### src/rtl/psr_pkg.sv
package psr_pkg;

  localparam int unsigned ICC_LSB = 20;
  localparam int unsigned PIL_LSB = 8;
  localparam int unsigned PRIV_BIT = 7;
  localparam int unsigned PPRIV_BIT = 6;
  localparam int unsigned TEN_BIT = 5;
  localparam int unsigned WPTR_W = 5;

  typedef struct packed {
    logic                priv;
    logic                ppriv;
    logic                ten;
    logic [WPTR_W-1:0]   wptr;
  } ctl_t;

endpackage

### src/rtl/psr_imm_fields.sv
module psr_imm_fields (
  input  logic       clk,
  input  logic       rst_n,
  input  logic       wr_en,
  input  logic [3:0] wr_icc,
  input  logic [3:0] wr_pil,
  input  logic       icc_we,
  input  logic [3:0] icc_in,
  output logic [3:0] icc_q,
  output logic [3:0] pil_q
);

  logic       icc_en;
  logic [3:0] icc_d;

  always_comb begin
    icc_en = wr_en | icc_we;
    icc_d  = wr_en ? wr_icc : icc_in;
  end

  always_ff @(posedge clk or negedge rst_n) begin
    if (!rst_n) begin
      icc_q <= 4'h0;
    end else if (icc_en) begin
      icc_q <= icc_d;
    end
  end

  always_ff @(posedge clk or negedge rst_n) begin
    if (!rst_n) begin
      pil_q <= 4'h0;
    end else if (wr_en) begin
      pil_q <= wr_pil;
    end
  end

endmodule

### src/rtl/psr_pend_buf.sv
module psr_pend_buf
  import psr_pkg::*;
#(
  parameter int unsigned COMMIT_LAT = 3
) (
  input  logic clk,
  input  logic rst_n,
  input  logic load,
  input  ctl_t load_val,
  input  logic flush,
  output logic commit_vld,
  output ctl_t commit_val
);

  localparam int unsigned CNT_W = $clog2(COMMIT_LAT + 1);
  localparam logic [CNT_W-1:0] CNT_LOAD = CNT_W'(COMMIT_LAT);
  localparam logic [CNT_W-1:0] CNT_ONE  = CNT_W'(1);

  logic [CNT_W-1:0] cnt_q, cnt_d;
  ctl_t             val_q;
  logic             cnt_en;
  logic             val_en;

  always_comb begin
    commit_vld = (cnt_q == CNT_ONE) && !flush;
    commit_val = val_q;
    val_en     = load && !flush;
    cnt_en     = flush || load || (cnt_q != '0);
    if (flush) begin
      cnt_d = '0;
    end else if (load) begin
      cnt_d = CNT_LOAD;
    end else begin
      cnt_d = cnt_q - CNT_ONE;
    end
  end

  always_ff @(posedge clk or negedge rst_n) begin
    if (!rst_n) begin
      cnt_q <= '0;
    end else if (cnt_en) begin
      cnt_q <= cnt_d;
    end
  end

  always_ff @(posedge clk or negedge rst_n) begin
    if (!rst_n) begin
      val_q <= '0;
    end else if (val_en) begin
      val_q <= load_val;
    end
  end

endmodule

### src/rtl/psr_ctl_fields.sv
module psr_ctl_fields
  import psr_pkg::*;
#(
  parameter int unsigned NWIN = 8
) (
  input  logic clk,
  input  logic rst_n,
  input  logic trap_enter,
  input  logic trap_return,
  input  logic commit_vld,
  input  ctl_t commit_val,
  output ctl_t ctl_q
);

  localparam logic [WPTR_W-1:0] WPTR_TOP = WPTR_W'(NWIN - 1);

  ctl_t              ctl_d;
  logic              ctl_en;
  logic [WPTR_W-1:0] wptr_dec;
  logic [WPTR_W-1:0] wptr_inc;

  always_comb begin
    wptr_dec = (ctl_q.wptr == '0) ? WPTR_TOP : ctl_q.wptr - WPTR_W'(1);
    wptr_inc = (ctl_q.wptr == WPTR_TOP) ? '0 : ctl_q.wptr + WPTR_W'(1);
    ctl_en   = trap_enter || trap_return || commit_vld;
    ctl_d    = ctl_q;
    if (trap_enter) begin
      ctl_d.priv  = 1'b1;
      ctl_d.ppriv = ctl_q.priv;
      ctl_d.ten   = 1'b0;
      ctl_d.wptr  = wptr_dec;
    end else if (trap_return) begin
      ctl_d.priv  = ctl_q.ppriv;
      ctl_d.ten   = 1'b1;
      ctl_d.wptr  = wptr_inc;
    end else begin
      ctl_d = commit_val;
    end
  end

  always_ff @(posedge clk or negedge rst_n) begin
    if (!rst_n) begin
      ctl_q <= '{priv: 1'b1, ppriv: 1'b0, ten: 1'b0, wptr: '0};
    end else if (ctl_en) begin
      ctl_q <= ctl_d;
    end
  end

endmodule

### src/rtl/psr_status_reg.sv
module psr_status_reg
  import psr_pkg::*;
#(
  parameter int unsigned NWIN       = 8,
  parameter int unsigned COMMIT_LAT = 3,
  parameter logic [3:0]  IMPL_ID    = 4'hA,
  parameter logic [3:0]  VER_ID     = 4'h3
) (
  input  logic        clk,
  input  logic        rst_n,
  input  logic        wr_en,
  input  logic [31:0] wr_data,
  input  logic        icc_we,
  input  logic [3:0]  icc_in,
  input  logic        trap_enter,
  input  logic        trap_return,
  output logic [31:0] psr_out
);

  localparam int unsigned WIN_BITS = (NWIN > 1) ? $clog2(NWIN) : 1;
  localparam logic [WPTR_W-1:0] WPTR_MASK = WPTR_W'((1 << WIN_BITS) - 1);

  logic        rst_meta_q;
  logic        rst_sync_n;
  logic [3:0]  icc_q;
  logic [3:0]  pil_q;
  ctl_t        wr_ctl;
  ctl_t        ctl_q;
  ctl_t        commit_val;
  logic        commit_vld;
  logic        flush;
  logic        unused_wr_bits;

  always_ff @(posedge clk or negedge rst_n) begin
    if (!rst_n) begin
      rst_meta_q <= 1'b0;
      rst_sync_n <= 1'b0;
    end else begin
      rst_meta_q <= 1'b1;
      rst_sync_n <= rst_meta_q;
    end
  end

  always_comb begin
    wr_ctl.priv    = wr_data[PRIV_BIT];
    wr_ctl.ppriv   = wr_data[PPRIV_BIT];
    wr_ctl.ten     = wr_data[TEN_BIT];
    wr_ctl.wptr    = wr_data[WPTR_W-1:0] & WPTR_MASK;
    flush          = trap_enter | trap_return;
    unused_wr_bits = ^{wr_data[31:24], wr_data[19:12]};
  end

  psr_imm_fields u_imm (
    .clk    (clk),
    .rst_n  (rst_sync_n),
    .wr_en  (wr_en),
    .wr_icc (wr_data[ICC_LSB+3:ICC_LSB]),
    .wr_pil (wr_data[PIL_LSB+3:PIL_LSB]),
    .icc_we (icc_we),
    .icc_in (icc_in),
    .icc_q  (icc_q),
    .pil_q  (pil_q)
  );

  psr_pend_buf #(.COMMIT_LAT(COMMIT_LAT)) u_pend (
    .clk        (clk),
    .rst_n      (rst_sync_n),
    .load       (wr_en),
    .load_val   (wr_ctl),
    .flush      (flush),
    .commit_vld (commit_vld),
    .commit_val (commit_val)
  );

  psr_ctl_fields #(.NWIN(NWIN)) u_ctl (
    .clk         (clk),
    .rst_n       (rst_sync_n),
    .trap_enter  (trap_enter),
    .trap_return (trap_return),
    .commit_vld  (commit_vld),
    .commit_val  (commit_val),
    .ctl_q       (ctl_q)
  );

  assign psr_out = {IMPL_ID, VER_ID, icc_q, 8'h00, pil_q,
                    ctl_q.priv, ctl_q.ppriv, ctl_q.ten, ctl_q.wptr};

endmodule

### config.mk
export PLATFORM = sky130hd
export DESIGN_NAME = psr_status_reg
export DESIGN_NICKNAME = d
export VERILOG_FILES = /design/src/rtl/psr_pkg.sv /design/src/rtl/psr_imm_fields.sv /design/src/rtl/psr_pend_buf.sv /design/src/rtl/psr_ctl_fields.sv /design/src/rtl/psr_status_reg.sv
export SDC_FILE = /design/constraint.sdc
export NUM_CORES = 1
export LEC_CHECK = 0
export ABC_AREA = 1
export ABC_CLOCK_PERIOD_IN_PS = 1200
export BUFFER_PORTS_ARGS = -buffer_cell sky130_fd_sc_hd__buf_2
export CAP_MARGIN = 20
export CORE_AREA = 2 2 61 63
export CTS_CLUSTER_DIAMETER = 200
export DETAILED_ROUTE_END_ITERATION = 12
export DIE_AREA = 0 0 63 65
export GPL_ROUTABILITY_DRIVEN = 0
export GPL_TIMING_DRIVEN = 0
export PLACE_DENSITY_LB_ADDON = 0.2
export REMOVE_ABC_BUFFERS = 1
export SYNTH_ARGS = -nofsm -noshare
export SYNTH_HDL_FRONTEND = slang
export SYNTH_SLANG_ARGS = --single-unit
### constraint.sdc
create_clock -name clk -period 1.2 [get_ports clk]
set_clock_uncertainty 0.15 [all_clocks]
set_input_delay 0.18 -clock clk [delete_from_list [all_inputs] [get_ports clk]]
set_output_delay 0.18 -clock clk [all_outputs]
set_load 0.005 [all_outputs]
After elaboration in Yosys (flattened, before gate mapping)

Cells that the tools add are included.

Bitwise gates (word level): 2
Add/sub/neg operators: 3
Reduce and logical (&&, ||, !) cells: 10
Multiplexer cells: 9
Eq/ne operators: 3

Operators by type and width:

| operator            | count |
|---|---|
| $mux 5              | 2 |
| $mux 8              | 1 |
| $mux 6              | 1 |
| $add 5x1->5 const B | 1 |
| $eq 5x3->1 const B  | 1 |
| $logic_not 5->1     | 1 |
| $sub 5x1->5 const B | 1 |
| $logic_or 1x1->1    | 4 |
| $mux 2              | 2 |
| $mux 4              | 1 |
| $eq 2x1->1 const B  | 1 |
| $logic_and 1x1->1   | 2 |
| $mux 1              | 2 |
| $ne 2x2->1 const B  | 1 |
| $or 1x1->1          | 2 |
| $reduce_and 2->1    | 1 |
| $reduce_bool 2->1   | 1 |
| $sub 2x1->2 const B | 1 |
| $logic_not 1->1     | 1 |

Bits in registers: 26
Bits of input ports: 42

Depth between registers and ports, before layout

Depth after elaboration: 5
Mapped depth: 9
Gate-level depth less buffers: 9

By module

From an unflattened synthesis, not the netlist that was laid out.

Cell total of the unflattened synthesis: 213
Area total of the unflattened synthesis: 1629.1 µm²

By module, submodules not included:

| module         | instances | seq. area each (µm²) | cells each | area each (µm²) |
|---|---|---|---|---|
| psr_ctl_fields | 1         | 201.4                | 96         | 640.6 |
| psr_pend_buf   | 1         | 250.2                | 55         | 462.9 |
| psr_imm_fields | 1         | 200.2                | 39         | 336.6 |
| psr_status_reg | 1         | 50.0                 | 23         | 188.9 |

Least setup slack after synthesis

Ideal clock, no wire load.

Kind: register to register
Start: register u_ctl.ctl_q[0] (netlist name)
End: register u_ctl.ctl_q[4] (netlist name)
Path slack: -0.210 ns
Stages on the path, launching flop included: 10
Setup time: 0.117 ns
Arrival time: 1.143 ns
Data required time: 0.933 ns
Cell sequence: dfrtp_1 inv_1 ha_1 inv_1 nor2_1 nand2_1 nand2_1 nand3_2 nand2_1 nand2_1

Cells in the longest elaborated chain, start to end: 4
Elaborated cells between the ends (all ways): 8

RTL lines:

| element                                          | line                 | source |
|---|---|---|
| $add 5x1->5 / $eq 5x3->1 (equally long branches) | psr_ctl_fields.sv:24 | `wptr_inc = (ctl_q.wptr == WPTR_TOP) ? '0 : ctl_q.wptr + WPTR_W'(1);` |
| $mux 5                                           | psr_ctl_fields.sv:24 |  |
| $mux 6                                           | psr_ctl_fields.sv:32 | `end else if (trap_return) begin` |
| $mux 8 (*)                                       | psr_ctl_fields.sv:27 | `if (trap_enter) begin` |

Mark *: on every way between the ends. The rest lies on a longest branch, timed or not.
A chain may end at the register's enable or synchronous reset.

Worst setup path after layout

Start: register u_ctl.ctl_q[1] (netlist name)
End: register u_ctl.ctl_q[0] (netlist name)

Cells in the longest elaborated chain, start to end: 4
Elaborated cells between the ends (all ways): 6

RTL lines:

| element    | line |
|---|---|
| $eq 5x3->1 | psr_ctl_fields.sv:24 |
| $mux 5     | psr_ctl_fields.sv:24 |
| $mux 6     | psr_ctl_fields.sv:32 |
| $mux 8 (*) | psr_ctl_fields.sv:27 |

Marked as above.

==> results.yml <==
sta:
  fin_crit_ns: 1.393
  finalCritPeriodShare_pct: 116.1
  tightestPinTransition_ns: 0.5131
  finalSetupViolCount: 16
  slew_headroom_pct: 65.80
  holdWs_ns: 0.009222
  drv_slew: 0
  worst_slack_ns: -0.1931
  rsz0062_at_grt: "yes"
  finalHoldViolCount: 0
  timing.fmax_ghz: 0.7178
route:
  drt_first_pass_iters: 4
  ant_nets: 0
  vias: 1416
  drt-total-wl_um: 3439
  drc_errors: 0
  wire_per_inst_um: 11.09
  via_per_inst: 4.568
  drtIter0Drc: 53
floorplanning:
  initial_core_util_pct: 41.88
  die_w_um: 63
  die-area_mm2: 0.004095
  pin_count: 74
  design.core.area_mm2: 0.003496
  die_h_um: 65
  num_rows: 22
placed_design:
  place_inst: 267
  port_buffers: 39
  hpwl_um: 2057
  dp_slack_ns: -0.3360
global_routing:
  grt_max_degree: 25
  grt_overflow: 0
  grt_pass1_vias: 1343
  grt_pass1_wl_um: 5747
  grt.total_usage_pct: 17.77
  antenna_found_initial: 0
layout:
  areaGrowthSynthToFinish_pct: 50.09
  antennaDiodeCount: 0
  drive_gt1_share_pct: 38.55
  nets: 309
  fin_cells: 310
  final_core_util_pct: 62.85
  fill_cells: 307
job:
  maxCapViolations: 0
pwr:
  ir_worst_vdd_v: 0.0006352
  power_mw: 2.908
  leakagePower_nw: 1.124
  power_density_mw_per_mm2: 1324
cts:
  clk_latency_ns: 0.32
  cts_tree: "yes"
  root_buffer: "clkbuf_4"
  clock_path_buffers: 2
  cts-buffers-inserted: 3
  path_clk_slew_ns: 0.14
  cts_htree_levels: 1
  clock_sinks: 26
setup_path:
  crit_type: "register to register"
  cp_max_fo: 4
  r2r_setup_slack_ns: -0.19
  critical_path.cell_chain: "inv_2 > ha_4 > inv_2 > nor2_4 > nand2_2 > a21oi_2 > nor2_1 > nor2_1"
  cpPeakStageDelay_ns: 0.47
  startpoint_type: "register"
  crit_slowest_cell: "dfrtp_2"
  critPathArrivalTime_ns: 1.50
  reg2reg_depth: 8
  required_ns: 1.31
  endpoint_kind: "register"
  worstReg2RegStart: "u_ctl.ctl_q[1]$_DFFE_PN0P_"
  r2r_end: "u_ctl.ctl_q[0]$_DFFE_PN0P_"
synthesis:
  syn_area_mm2: 0.001464
  ys_ff_latch: 26
  seq_area_frac_synth_pct: 44.53
  ys_types: 26
  syn_area_per_cell_um2: 7.999
  syn_inst: 183
  yosysWarnings: 0
outcome:
  status: "finished with violations"
  violations: "negative setup slack"
worst_hold_path:
  hp-start: "wr_en"
  whs_endpoint: "u_imm.pil_q[0]$_DFFE_PN0P_"
  holdPathStages: 3
  hp-class: "input pin to register"
-- area by class of cell --
class | count | area, um2 | share of cell area, %
clock buffer | 3 | 22.52 | 1.025
clock inverter | 1 | 30.03 | 1.367
inverter | 20 | 85.08 | 3.872
multi-input combinational | 134 | 772.0 | 35.14
sequential | 26 | 658.1 | 29.95
tap | 48 | 60.06 | 2.733
timing repair buffer | 78 | 569.3 | 25.91
-- power by group --
part	total (mW)	switching (mW)	internal [mW]
clock	0.598	0.261	0.338
sequential	1.14	0.128	1.02
combinational	1.17	0.566	0.600
-- cell usage in the layout (no fill, tap or decap), types with 4 or more instances in the layout --
master / instances
a21oi_1: 4
buf_2: 38
buf_4: 14
conb_1: 17
dfrtp_1: 20
dfrtp_2: 5
dlygate4sd3_1: 22
ha_4: 4
inv_1: 11
inv_2: 7
nand2_1: 52
nand3_1: 12
nand4_1: 4
nor2_1: 11
nor2_4: 6
o21ai_1: 4
-- per-layer routing --
layer	wire [um]	share of wire, %	vias to the layer above	track usage [%]
li1	-	-	703	-
met1	1402	41	657	19.84
met2	1808	53	47	33.11
met3	163	4.7	9	3.299
met4	64	1.9	0	7.222
met5	0	0	-	0
-- synth_stat cells (all sizes together) --
library cell / count / area (um2)
ha: 4 / 50.05
o21a: 1 / 7.510
nand3: 16 / 85.08
a22oi: 1 / 7.510
conb: 2 / 7.510
nand2: 55 / 206.5
nor2: 20 / 123.9
inv: 20 / 82.58
buf: 18 / 130.1
o21ai: 6 / 30.03
a21oi: 7 / 38.79
dfstp: 1 / 26.28
or2: 1 / 6.260
nor3: 1 / 5.000
o22ai: 1 / 6.260
dfrtp: 25 / 625.6
nand4: 4 / 25.02
-- registers in the layout (all words and copies together) (netlist names) --
register           cells
u_ctl.ctl_q            8
u_pend.commit_val      6
u_imm.icc_q            4
u_imm.pil_q            4
u_pend.cnt_q           2
rst_meta_q             1
rst_sync_n             1
-- metrics by stage --
stage          TNS [ns]  area (um2)
6_report         -1.460        2197
5_1_grt          -2.788        2197
4_1_cts          -1.392        2145
3_5_place_dp     -3.644        1645
3_3_place_gp     -3.132        1645
2_1_floorplan    -1.020        1390
-- worst max-delay path by stage --
stage | from | end | slack (ns) | cells after the start
finish | u_ctl.ctl_q[1]$_DFFE_PN0P_ | u_ctl.ctl_q[0]$_DFFE_PN0P_ | -0.19 | 8
detailed placement | u_ctl.ctl_q[0]$_DFFE_PN0P_ | u_ctl.ctl_q[0]$_DFFE_PN0P_ | -0.34 | 8
global placement | u_ctl.ctl_q[0]$_DFFE_PN0P_ | u_ctl.ctl_q[0]$_DFFE_PN0P_ | -0.34 | 8
global route | u_ctl.ctl_q[1]$_DFFE_PN0P_ | u_ctl.ctl_q[0]$_DFFE_PN0P_ | -0.29 | 8
CTS | u_ctl.ctl_q[1]$_DFFE_PN0P_ | u_ctl.ctl_q[0]$_DFFE_PN0P_ | -0.20 | 8
floorplan | u_ctl.ctl_q[0]$_DFFE_PN0P_ | u_ctl.ctl_q[4]$_DFFE_PN0P_ | -0.21 | 9
-- what timing repair did --
| action | in CTS | in global routing |
|---|---|---|
| setup endpoints to repair | 40 | 26 |
| hold endpoints to repair | 16 | 0 |
| setup buffers | 12 | 5 |
| pin swaps | 12 | 10 |
| hold buffers | 22 | 0 |
| gates resized for setup | 38 | 5 |
-- worst max-delay path, delay by kind of cell, from the launching register on --
| family | cells | cell delay, ns |
|---|---|---|
| and+or+nand+nor | 4 | 0.32 |
| adders and majority gates | 1 | 0.13 |
| AOI/OAI and AO/OA | 1 | 0.14 |
| buffers and inverters | 2 | 0.13 |
| DFF | 1 | 0.47 |
-- cell families (layout without fill, tap and decap cells) --
logic type	Yosys count	count (layout)	synth area share, %
other cells	2	17	0.5130
simple gates	97	97	30.85
fa+ha+maj	4	4	3.419
compound gates	16	16	6.155
flops	26	26	44.53
buf+inv	38	102	14.53
No activity file was read; power rests on OpenSTA's default activity.
